[config.mk]
export PLATFORM = sky130hd
export DESIGN_NAME = sbar_unit
export DESIGN_NICKNAME = d
export VERILOG_FILES = /design/src/rtl/sbar_pkg.sv /design/src/rtl/sbar_classify.sv /design/src/rtl/sbar_ctrl.sv /design/src/rtl/sbar_counters.sv /design/src/rtl/sbar_unit.sv
export SDC_FILE = /design/constraint.sdc
export NUM_CORES = 1
export LEC_CHECK = 0
export CAP_MARGIN = 0
export CORE_AREA = 2 2 108 110
export DETAILED_ROUTE_END_ITERATION = 7
export DIE_AREA = 0 0 110 112
export SKIP_LAST_GASP = 1
export SYNTH_ARGS = -nofsm -noshare
export SYNTH_HDL_FRONTEND = slang
export SYNTH_SLANG_ARGS = --single-unit
[constraint.sdc]
create_clock -name clk -period 3.64 [get_ports clk]
set_input_delay 0.91 -clock clk [delete_from_list [all_inputs] [get_ports clk]]
set_output_delay 0.91 -clock clk [all_outputs]
set_load 0.02 [all_outputs]
[src/rtl/sbar_pkg.sv]
package sbar_pkg;

  typedef enum logic [1:0] {
    ST_RUN   = 2'd0,
    ST_BLOCK = 2'd1,
    ST_DONE  = 2'd2
  } sbar_state_e;

  typedef struct packed {
    logic serializing;
    logic reg_access;
    logic store_cond;
    logic ser_before;
    logic ser_after;
    logic temp;
    logic handled;
  } sbar_attr_t;

  localparam int unsigned SBAR_NUM_CNT = 3;
  localparam int unsigned CNT_SERIAL   = 0;
  localparam int unsigned CNT_TEMP     = 1;
  localparam int unsigned CNT_STALL    = 2;

endpackage

[src/rtl/sbar_classify.sv]
module sbar_classify
  import sbar_pkg::*;
(
  input  sbar_attr_t attr,
  input  logic       carry,
  output logic       take_hold,
  output logic       mark_after,
  output logic       eff_before,
  output logic       handled_out,
  output logic       cnt_as_serial,
  output logic       cnt_as_temp
);

  logic gate;

  always_comb begin
    gate          = carry | attr.serializing | attr.reg_access | attr.store_cond;
    eff_before    = attr.ser_before | carry;
    take_hold     = gate & (attr.reg_access | eff_before) & ~attr.handled;
    mark_after    = gate & ~take_hold & (attr.store_cond | attr.ser_after) & ~attr.handled;
    handled_out   = attr.handled | mark_after;
    cnt_as_serial = (take_hold & ~attr.temp) | mark_after;
    cnt_as_temp   = take_hold & attr.temp;
  end

endmodule

[src/rtl/sbar_ctrl.sv]
module sbar_ctrl
  import sbar_pkg::*;
#(
  parameter int unsigned SEQ_W = 8
) (
  input  logic             clk,
  input  logic             rst,
  input  logic             in_valid,
  input  logic [SEQ_W-1:0] in_seq,
  input  logic             in_temp,
  input  logic             take_hold,
  input  logic             mark_after,
  input  logic             eff_before,
  input  logic             handled_in,
  input  logic             rob_empty,
  input  logic             buf_empty,
  input  logic             squash_valid,
  input  logic [SEQ_W-1:0] squash_seq,
  output logic             carry,
  output logic             accept,
  output logic             stalled,
  output logic             hold,
  output logic             out_valid,
  output logic [SEQ_W-1:0] out_seq,
  output logic             out_ser_before,
  output logic             out_handled,
  output logic             release_pulse
);

  sbar_state_e      state;
  logic [SEQ_W-1:0] bar_seq;
  logic             bar_handled;
  logic             drained;

  assign drained = rob_empty & buf_empty;
  assign hold    = (state != ST_RUN);
  assign stalled = (state == ST_BLOCK);
  assign accept  = in_valid & ~squash_valid & (state == ST_RUN);

  always_ff @(posedge clk) begin
    if (rst) begin
      state          <= ST_RUN;
      carry          <= 1'b0;
      bar_seq        <= '0;
      bar_handled    <= 1'b0;
      out_valid      <= 1'b0;
      out_seq        <= '0;
      out_ser_before <= 1'b0;
      out_handled    <= 1'b0;
      release_pulse  <= 1'b0;
    end else begin
      out_valid     <= 1'b0;
      release_pulse <= 1'b0;
      if (squash_valid) begin
        state <= ST_RUN;
      end else begin
        unique case (state)
          ST_RUN: begin
            if (in_valid) begin
              carry <= mark_after;
              if (take_hold) begin
                bar_seq     <= in_seq;
                bar_handled <= ~in_temp;
                state       <= ST_BLOCK;
              end else begin
                out_valid      <= 1'b1;
                out_seq        <= in_seq;
                out_ser_before <= eff_before;
                out_handled    <= handled_in;
              end
            end
          end
          ST_BLOCK: begin
            if (drained) state <= ST_DONE;
          end
          ST_DONE: begin
            out_valid      <= 1'b1;
            out_seq        <= bar_seq;
            out_ser_before <= 1'b0;
            out_handled    <= bar_handled;
            release_pulse  <= 1'b1;
            state          <= ST_RUN;
          end
          default: state <= ST_RUN;
        endcase
      end
    end
  end


  drain_wait_chk: assert property (@(posedge clk) disable iff (rst)
    (state == ST_BLOCK) && !drained && !squash_valid |=> (state == ST_BLOCK));


  release_clean_chk: assert property (@(posedge clk) disable iff (rst)
    release_pulse |-> out_valid && !out_ser_before && !hold);


  release_origin_chk: assert property (@(posedge clk) disable iff (rst)
    release_pulse |-> $past(state) == ST_DONE);


  quiet_hold_chk: assert property (@(posedge clk) disable iff (rst)
    out_valid && !release_pulse |-> $past(state) == ST_RUN && $past(in_valid));


  carry_once_chk: assert property (@(posedge clk) disable iff (rst)
    carry && accept |=> !carry);


  squash_order_chk: assert property (@(posedge clk) disable iff (rst)
    squash_valid && hold |-> bar_seq > squash_seq);

endmodule

[src/rtl/sbar_counters.sv]
module sbar_counters #(
  parameter int unsigned NUM = 3,
  parameter int unsigned W   = 16
) (
  input  logic             clk,
  input  logic             rst,
  input  logic [NUM-1:0]   inc,
  output logic [NUM*W-1:0] cnt_flat
);

  for (genvar i = 0; i < NUM; i++) begin : g_cnt
    logic [W-1:0] value;
    always_ff @(posedge clk) begin
      if (rst)         value <= '0;
      else if (inc[i]) value <= value + 1'b1;
    end
    assign cnt_flat[i*W +: W] = value;
  end

endmodule

[src/rtl/sbar_unit.sv]
module sbar_unit
  import sbar_pkg::*;
#(
  parameter int unsigned SEQ_W = 8,
  parameter int unsigned CNT_W = 16
) (
  input  logic             clk,
  input  logic             rst,
  input  logic             in_valid,
  input  logic [SEQ_W-1:0] in_seq,
  input  logic             in_serializing,
  input  logic             in_reg_access,
  input  logic             in_store_cond,
  input  logic             in_ser_before,
  input  logic             in_ser_after,
  input  logic             in_temp,
  input  logic             in_handled,
  input  logic             rob_empty,
  input  logic             buf_empty,
  input  logic             squash_valid,
  input  logic [SEQ_W-1:0] squash_seq,
  output logic             out_valid,
  output logic [SEQ_W-1:0] out_seq,
  output logic             out_ser_before,
  output logic             out_handled,
  output logic             hold,
  output logic             release_pulse,
  output logic [CNT_W-1:0] cnt_serial,
  output logic [CNT_W-1:0] cnt_temp,
  output logic [CNT_W-1:0] cnt_stall
);

  localparam int unsigned NCNT = SBAR_NUM_CNT;

  sbar_attr_t attr;
  logic carry, accept, stalled;
  logic take_hold, mark_after, eff_before, handled_out;
  logic cnt_as_serial, cnt_as_temp;
  logic [NCNT-1:0]       inc;
  logic [NCNT*CNT_W-1:0] cnt_flat;

  assign attr = '{serializing: in_serializing, reg_access: in_reg_access,
                  store_cond: in_store_cond, ser_before: in_ser_before,
                  ser_after: in_ser_after, temp: in_temp, handled: in_handled};

  sbar_classify u_cls (
    .attr          (attr),
    .carry         (carry),
    .take_hold     (take_hold),
    .mark_after    (mark_after),
    .eff_before    (eff_before),
    .handled_out   (handled_out),
    .cnt_as_serial (cnt_as_serial),
    .cnt_as_temp   (cnt_as_temp)
  );

  sbar_ctrl #(.SEQ_W(SEQ_W)) u_ctrl (
    .clk            (clk),
    .rst            (rst),
    .in_valid       (in_valid),
    .in_seq         (in_seq),
    .in_temp        (in_temp),
    .take_hold      (take_hold),
    .mark_after     (mark_after),
    .eff_before     (eff_before),
    .handled_in     (handled_out),
    .rob_empty      (rob_empty),
    .buf_empty      (buf_empty),
    .squash_valid   (squash_valid),
    .squash_seq     (squash_seq),
    .carry          (carry),
    .accept         (accept),
    .stalled        (stalled),
    .hold           (hold),
    .out_valid      (out_valid),
    .out_seq        (out_seq),
    .out_ser_before (out_ser_before),
    .out_handled    (out_handled),
    .release_pulse  (release_pulse)
  );

  always_comb begin
    inc             = '0;
    inc[CNT_SERIAL] = accept & cnt_as_serial;
    inc[CNT_TEMP]   = accept & cnt_as_temp;
    inc[CNT_STALL]  = stalled;
  end

  sbar_counters #(.NUM(NCNT), .W(CNT_W)) u_cnt (
    .clk      (clk),
    .rst      (rst),
    .inc      (inc),
    .cnt_flat (cnt_flat)
  );

  assign cnt_serial = cnt_flat[CNT_SERIAL*CNT_W +: CNT_W];
  assign cnt_temp   = cnt_flat[CNT_TEMP*CNT_W +: CNT_W];
  assign cnt_stall  = cnt_flat[CNT_STALL*CNT_W +: CNT_W];


  stall_step_chk: assert property (@(posedge clk) disable iff (rst)
    stalled |=> cnt_stall == $past(cnt_stall) + 1'b1);


  park_quiet_chk: assert property (@(posedge clk) disable iff (rst)
    accept && take_hold |=> hold && !out_valid);


  pass_seq_chk: assert property (@(posedge clk) disable iff (rst)
    accept && !take_hold |=> out_valid && out_seq == $past(in_seq));

endmodule

Word level (Yosys, flattened, before mapping)
Cells that the tools add are included.
{"block": "word_totals", "memories": 0, "input_bits": 29, "ff_bits": 72, "wordCells": 70, "mem_bits_rw": 0, "latchBits": 0, "romBits": 0}
{"block": "classes", "n_addsub": 3, "shift": 0, "bitwise": 24, "mul": 0, "div_mod_pow": 0, "reduce_logical": 8, "muxes": 17, "n_lt_le_gt_ge": 0, "n_eq_ne": 6}
{"operator": "adder 16 x 1 -> 16 bit, second input constant", "count": 3}
{"operator": "2-to-1 mux 8 bit", "count": 2}
{"operator": "one-hot mux 8 bit (2 select lines)", "count": 1}
{"operator": "AND 1 bit", "count": 12}
{"operator": "OR 1 bit", "count": 8}
{"operator": "AND reduction 4 bit", "count": 2}
{"operator": "2-to-1 mux 1 bit", "count": 7}
{"operator": "2-to-1 mux 2 bit", "count": 3}
{"operator": "inequality test 2 bit, second input constant", "count": 3}
{"operator": "one-hot mux 1 bit (2 select lines)", "count": 3}
{"operator": "AND reduction 3 bit", "count": 2}
{"operator": "inverter 1 bit", "count": 4}
{"operator": "one-hot mux 2 bit (2 select lines)", "count": 1}
{"operator": "nonzero test 2 bit", "count": 2}
{"operator": "== test 2 x 1 -> 1 bit, second input constant", "count": 1}
{"operator": "== test 2 bit, second input constant", "count": 1}
{"operator": "logical NOT 2 bit", "count": 1}
{"operator": "inequality test 2 x 1 -> 1 bit, second input constant", "count": 1}
{"operator": "OR reduction 2 bit", "count": 1}

Depth between registers and ports, before layout
{"block": "depth", "depth_word": 13, "mapped_depth": 7}

Hierarchy
A second synthesis with hierarchy kept.
{"block": "hier_totals", "cells_unflattened": 373, "hier_area_um2": 3410.8}
{"module": "sbar_counters", "instances": 1, "cells_per_inst": 240, "area_per_inst_um2": 2128.3, "seq_area_each_um2": 960.9}
{"module": "sbar_ctrl", "instances": 1, "cells_per_inst": 120, "area_per_inst_um2": 1198.6, "seq_area_each_um2": 480.5}
{"module": "sbar_classify", "instances": 1, "cells_per_inst": 11, "area_per_inst_um2": 71.3, "seq_area_each_um2": 0.0}
{"module": "sbar_unit", "instances": 1, "cells_per_inst": 2, "area_per_inst_um2": 12.5, "seq_area_each_um2": 0.0}

Least setup slack after synthesis
Ideal clock, no wire load.
{"block": "synth_timing", "kind": "input to register", "startpoint": "in squash_valid", "endpoint": "reg u_cnt.g_cnt[0].value[12]", "setup_ns": 0.123, "setup_slack_ns": 0.862, "n_path_buf": 3, "arrival_time_ns": 2.654, "required_time_ns": 3.517, "stages": 7, "path_cell_list": "buf_2 > or4b_4 > a211o_1 > buf_6 > buf_6 > nor4_2 > mux2_1"}
{"block": "synth_between", "elab_chain_cells": 4}
{"item": "start: declaration", "line_no": "sbar_unit.sv:20", "rtl": "input logic squash_valid,"}
{"item": "inverter 1 bit", "line_no": "sbar_ctrl.sv:38", "rtl": "assign accept = in_valid & ~squash_valid & (state == ST_RUN);"}
{"item": "AND 1 bit (2 in a row)", "line_no": "sbar_ctrl.sv:38"}
{"item": "AND 1 bit", "line_no": "sbar_unit.sv:84", "rtl": "inc[CNT_SERIAL] = accept & cnt_as_serial;"}
{"item": "end signal: assignment", "line_no": "sbar_counters.sv:15", "rtl": "else if (inc[i]) value <= value + 1'b1;"}
{"item": "end: declaration", "line_no": "sbar_counters.sv:12", "rtl": "logic [W-1:0] value;"}
No other way between the ends.
A chain may end at the register's enable or synchronous reset.

Worst setup path after layout
{"block": "layout_timing", "startpoint": "in in_valid", "endpoint": "reg u_cnt.g_cnt[0].value[13]"}
{"block": "layout_between", "elab_chain_cells": 3}
{"item": "start: declaration", "line_no": "sbar_unit.sv:9", "rtl": "input logic in_valid,"}
{"item": "AND 1 bit (2 in a row)", "line_no": "sbar_ctrl.sv:38"}
{"item": "AND 1 bit", "line_no": "sbar_unit.sv:84"}
No other way between the ends.

==> results.cfg <==
[run_status]
outcome = finished clean

[die]
coreArea_mm2 = 0.0112
die_x_um = 110
rows = 39
die_area_mm2 = 0.0123
die_y_um = 112
ios = 90
initial_core_util = 0.311

[clock_tree]
cts_buffer_depth = 2
cts_setup_buffers = 0
cts.clk_slew.worst_paths_ns = 0.06
clock_sinks = 72
cts_hold_buf = 0
cts_buffers = 9
clkLatencyLatePin_ns = 0.32
cts_max_level = 3
cts_tree = yes
root_buffer = clkbuf_16
cts.repair.resized = 0

[synthesis]
synth_xor_area_frac = 0.0277
yosys.area_share.simple = 0.270
yosys_warnings = 0
postSynthAreaPerCell_um2 = 8.92
synth_top_family_by_area = simple AND/OR/NAND/NOR gates
ys.flop_type = dfxtp_1
synth.mux.area_fraction = 0.0974
synth_cell_types = 47
synthCells = 390
synth-async-reset-ratio = 0
synth_nets = 422
yosysSeqAreaShare = 0.414
synth_edf_count = 0
syn_area_mm2 = 0.00348
synth_compound_area_frac = 0.142
synthAdderAreaFrac = 0.0108
ys_ff_latch = 72

[power]
p_per_area_mw_per_mm2 = 374
vdd_drop_max_uv = 162
p_total_uw = 1760
leakage_uw = 0.00162

[setup_path]
regToRegSetupSlack_ns = 1.22
worstSetupPathType = in -> reg
critPathMaxFanout = 19
crit_slowest_cell = a211o_1
worstPathRequired_ns = 3.85
startpoint_type = input pin
crit_chain = clkdlybuf4s50_1, or4b_4, a211o_1, nor4b_1, mux2_2
endpoint_kind = flop
worstPathArrival_ns = 3.27
slowest_delay_ns = 0.55

[timing]
finClkSkew_ns = 0.00678
period_share = 0.840
setup-violations-final = 0
slew_viol_final = 0
period_needed_ns = 3.06
timing.fmax_mhz = 327
final-hold-violation-count = 0
fin_tns_setup_ns = 0
setup_ws_ns = 0.582
rsz0062_at_grt = false
slew_headroom = 0.401
tightest_slew_ns = 0.898

[run]
drv_cap = 0

[placement]
dpl.hpwl_um = 6010
io_buffer_count = 81
dpl.cell_count = 596
gp_congestion = 0.757
place_ws_ns = 0.242

[cells_and_area]
area_growth_pct = 34.9
num-fill-cells = 1138
layout-drive-gt1-share = 0.0896
fin_nets = 496
final_cells = 612
diodes = 0

[global_routing]
grt_pass1_wl_um = 14600
track_usage = 0.146
grt_pass1_vias = 3069
antenna_found_initial = 1
grt_max_degree = 48
grt-ovfl-total = 0

[drt]
drc = 0
num_vias = 3213
wl_per_cell_um = 14.2
antenna_left = 0
drt_first_iter_violations = 102
wirelength_um = 8720
drtPass1Iterations = 4
avgViaCountPerCell = 5.25

[hold_path]
hold_path_class = reg -> reg
-- cells by family (layout without fill, tap and decap cells) --
kind of cell,after synthesis,in the layout
adders and majority gates,3,3
xor gates and xnor gates,11,11
AOI/OAI and AO/OA,79,79
buffers and inverters,30,109
DFF,72,72
and+or+nand+nor,163,163
muxes,32,32
-- flip-flops by register name, summed over array words and instances (netlist names) --
signal,flops
u_ctrl.state,2
u_ctrl.out_seq,8
u_cnt.g_cnt.value,48
u_ctrl.bar_handled,1
u_ctrl.out_valid,1
u_ctrl.bar_seq,8
u_ctrl.release_pulse,1
u_ctrl.out_ser_before,1
u_ctrl.out_handled,1
u_ctrl.carry,1
-- report_power, final --
part / internal (uW) / switching [uW] / total [uW]
clock network: 478 / 325 / 804
registers: 801 / 8.95 / 810
logic: 63.5 / 79.5 / 143
-- worst paths after layout --
check                           start                  endpoint  cells after the start
max                          in_valid  u_cnt.g_cnt[0].value[13]                      5
min          u_cnt.g_cnt[2].value[15]  u_cnt.g_cnt[2].value[15]                      2
max reg2reg           u_ctrl.state[0]  u_cnt.g_cnt[0].value[13]                      4
min reg2reg  u_cnt.g_cnt[2].value[15]  u_cnt.g_cnt[2].value[15]                      2
-- cell usage after synthesis (2+ instances only) --
master	number	area [um2]
dfxtp_1	72	1440
nor2_1	39	146
a21oi_1	36	180
clkbuf_1	17	63.8
mux2i_1	17	170
nand2_1	16	60.1
nor2b_1	15	93.8
nand3_1	14	70.1
nand4_1	14	87.6
o21ai_0	14	70.1
mux2_2	13	146
or4_1	12	90.1
o31ai_1	11	82.6
or3_1	9	56.3
xor2_1	9	78.8
a311oi_1	8	70.1
and4_1	8	70.1
nor3_1	6	30.0
nor4_1	6	37.5
nor4b_1	6	52.6
inv_1	5	18.8
and3_1	4	25.0
and2_1	3	18.8
buf_1	3	11.3
ha_1	3	37.5
o2111ai_1	3	26.3
buf_2	2	10.0
buf_6	2	22.5
mux2_1	2	22.5
nor4_2	2	25.0
or2_2	2	12.5
xnor2_1	2	17.5
-- worst max-delay path: cells and delay by family --
kind,cells,cell delay [ns]
AND/OR/NAND/NOR,2,0.92
AO/OA/AOI/OAI,1,0.55
buffers and inverters,1,0.52
multiplexers,1,0.37
-- metal layers --
metal | wire length [um] | global-route usage
met1 | 4110 | 0.193
met2 | 4040 | 0.227
met3 | 450 | 0.0392
met4 | 106 | 0.0515
met5 | 19 | 0
-- area by class of cell --
class / instances / area (um2) / share of cell area
multi-input combinational: 288 / 1910 / 0.408
sequential: 72 / 1440 / 0.307
timing repair buffer: 87 / 863 / 0.184
clock buffer: 11 / 243 / 0.0517
tap: 143 / 179 / 0.0381
clock inverter: 5 / 32.5 / 0.00693
inverter: 6 / 22.5 / 0.00480
-- stage by stage --
stage / util / hold WS (ns) / cell area, um2
finish: 0.420 / 0.486 / 4690
global route: 0.420 / 0.528 / 4690
CTS: 0.420 / 0.489 / 4690
detailed placement: 0.395 / 0.481 / 4420
global placement: 0.395 / 0.471 / 4420
floorplan: - / 0.460 / 3480
-- cells in the final DEF, fill, tap and decap left out, types with 11 or more instances in the layout --
master,n
nand3_1,14
nand2_1,16
o21ai_0,14
o31ai_1,11
clkdlybuf4s50_1,80
nor2b_1,15
dfxtp_1,72
a21oi_1,36
mux2_2,13
mux2i_1,17
nand4_1,14
or4_1,12
nor2_1,39
No activity file was read; power rests on OpenSTA's default activity.
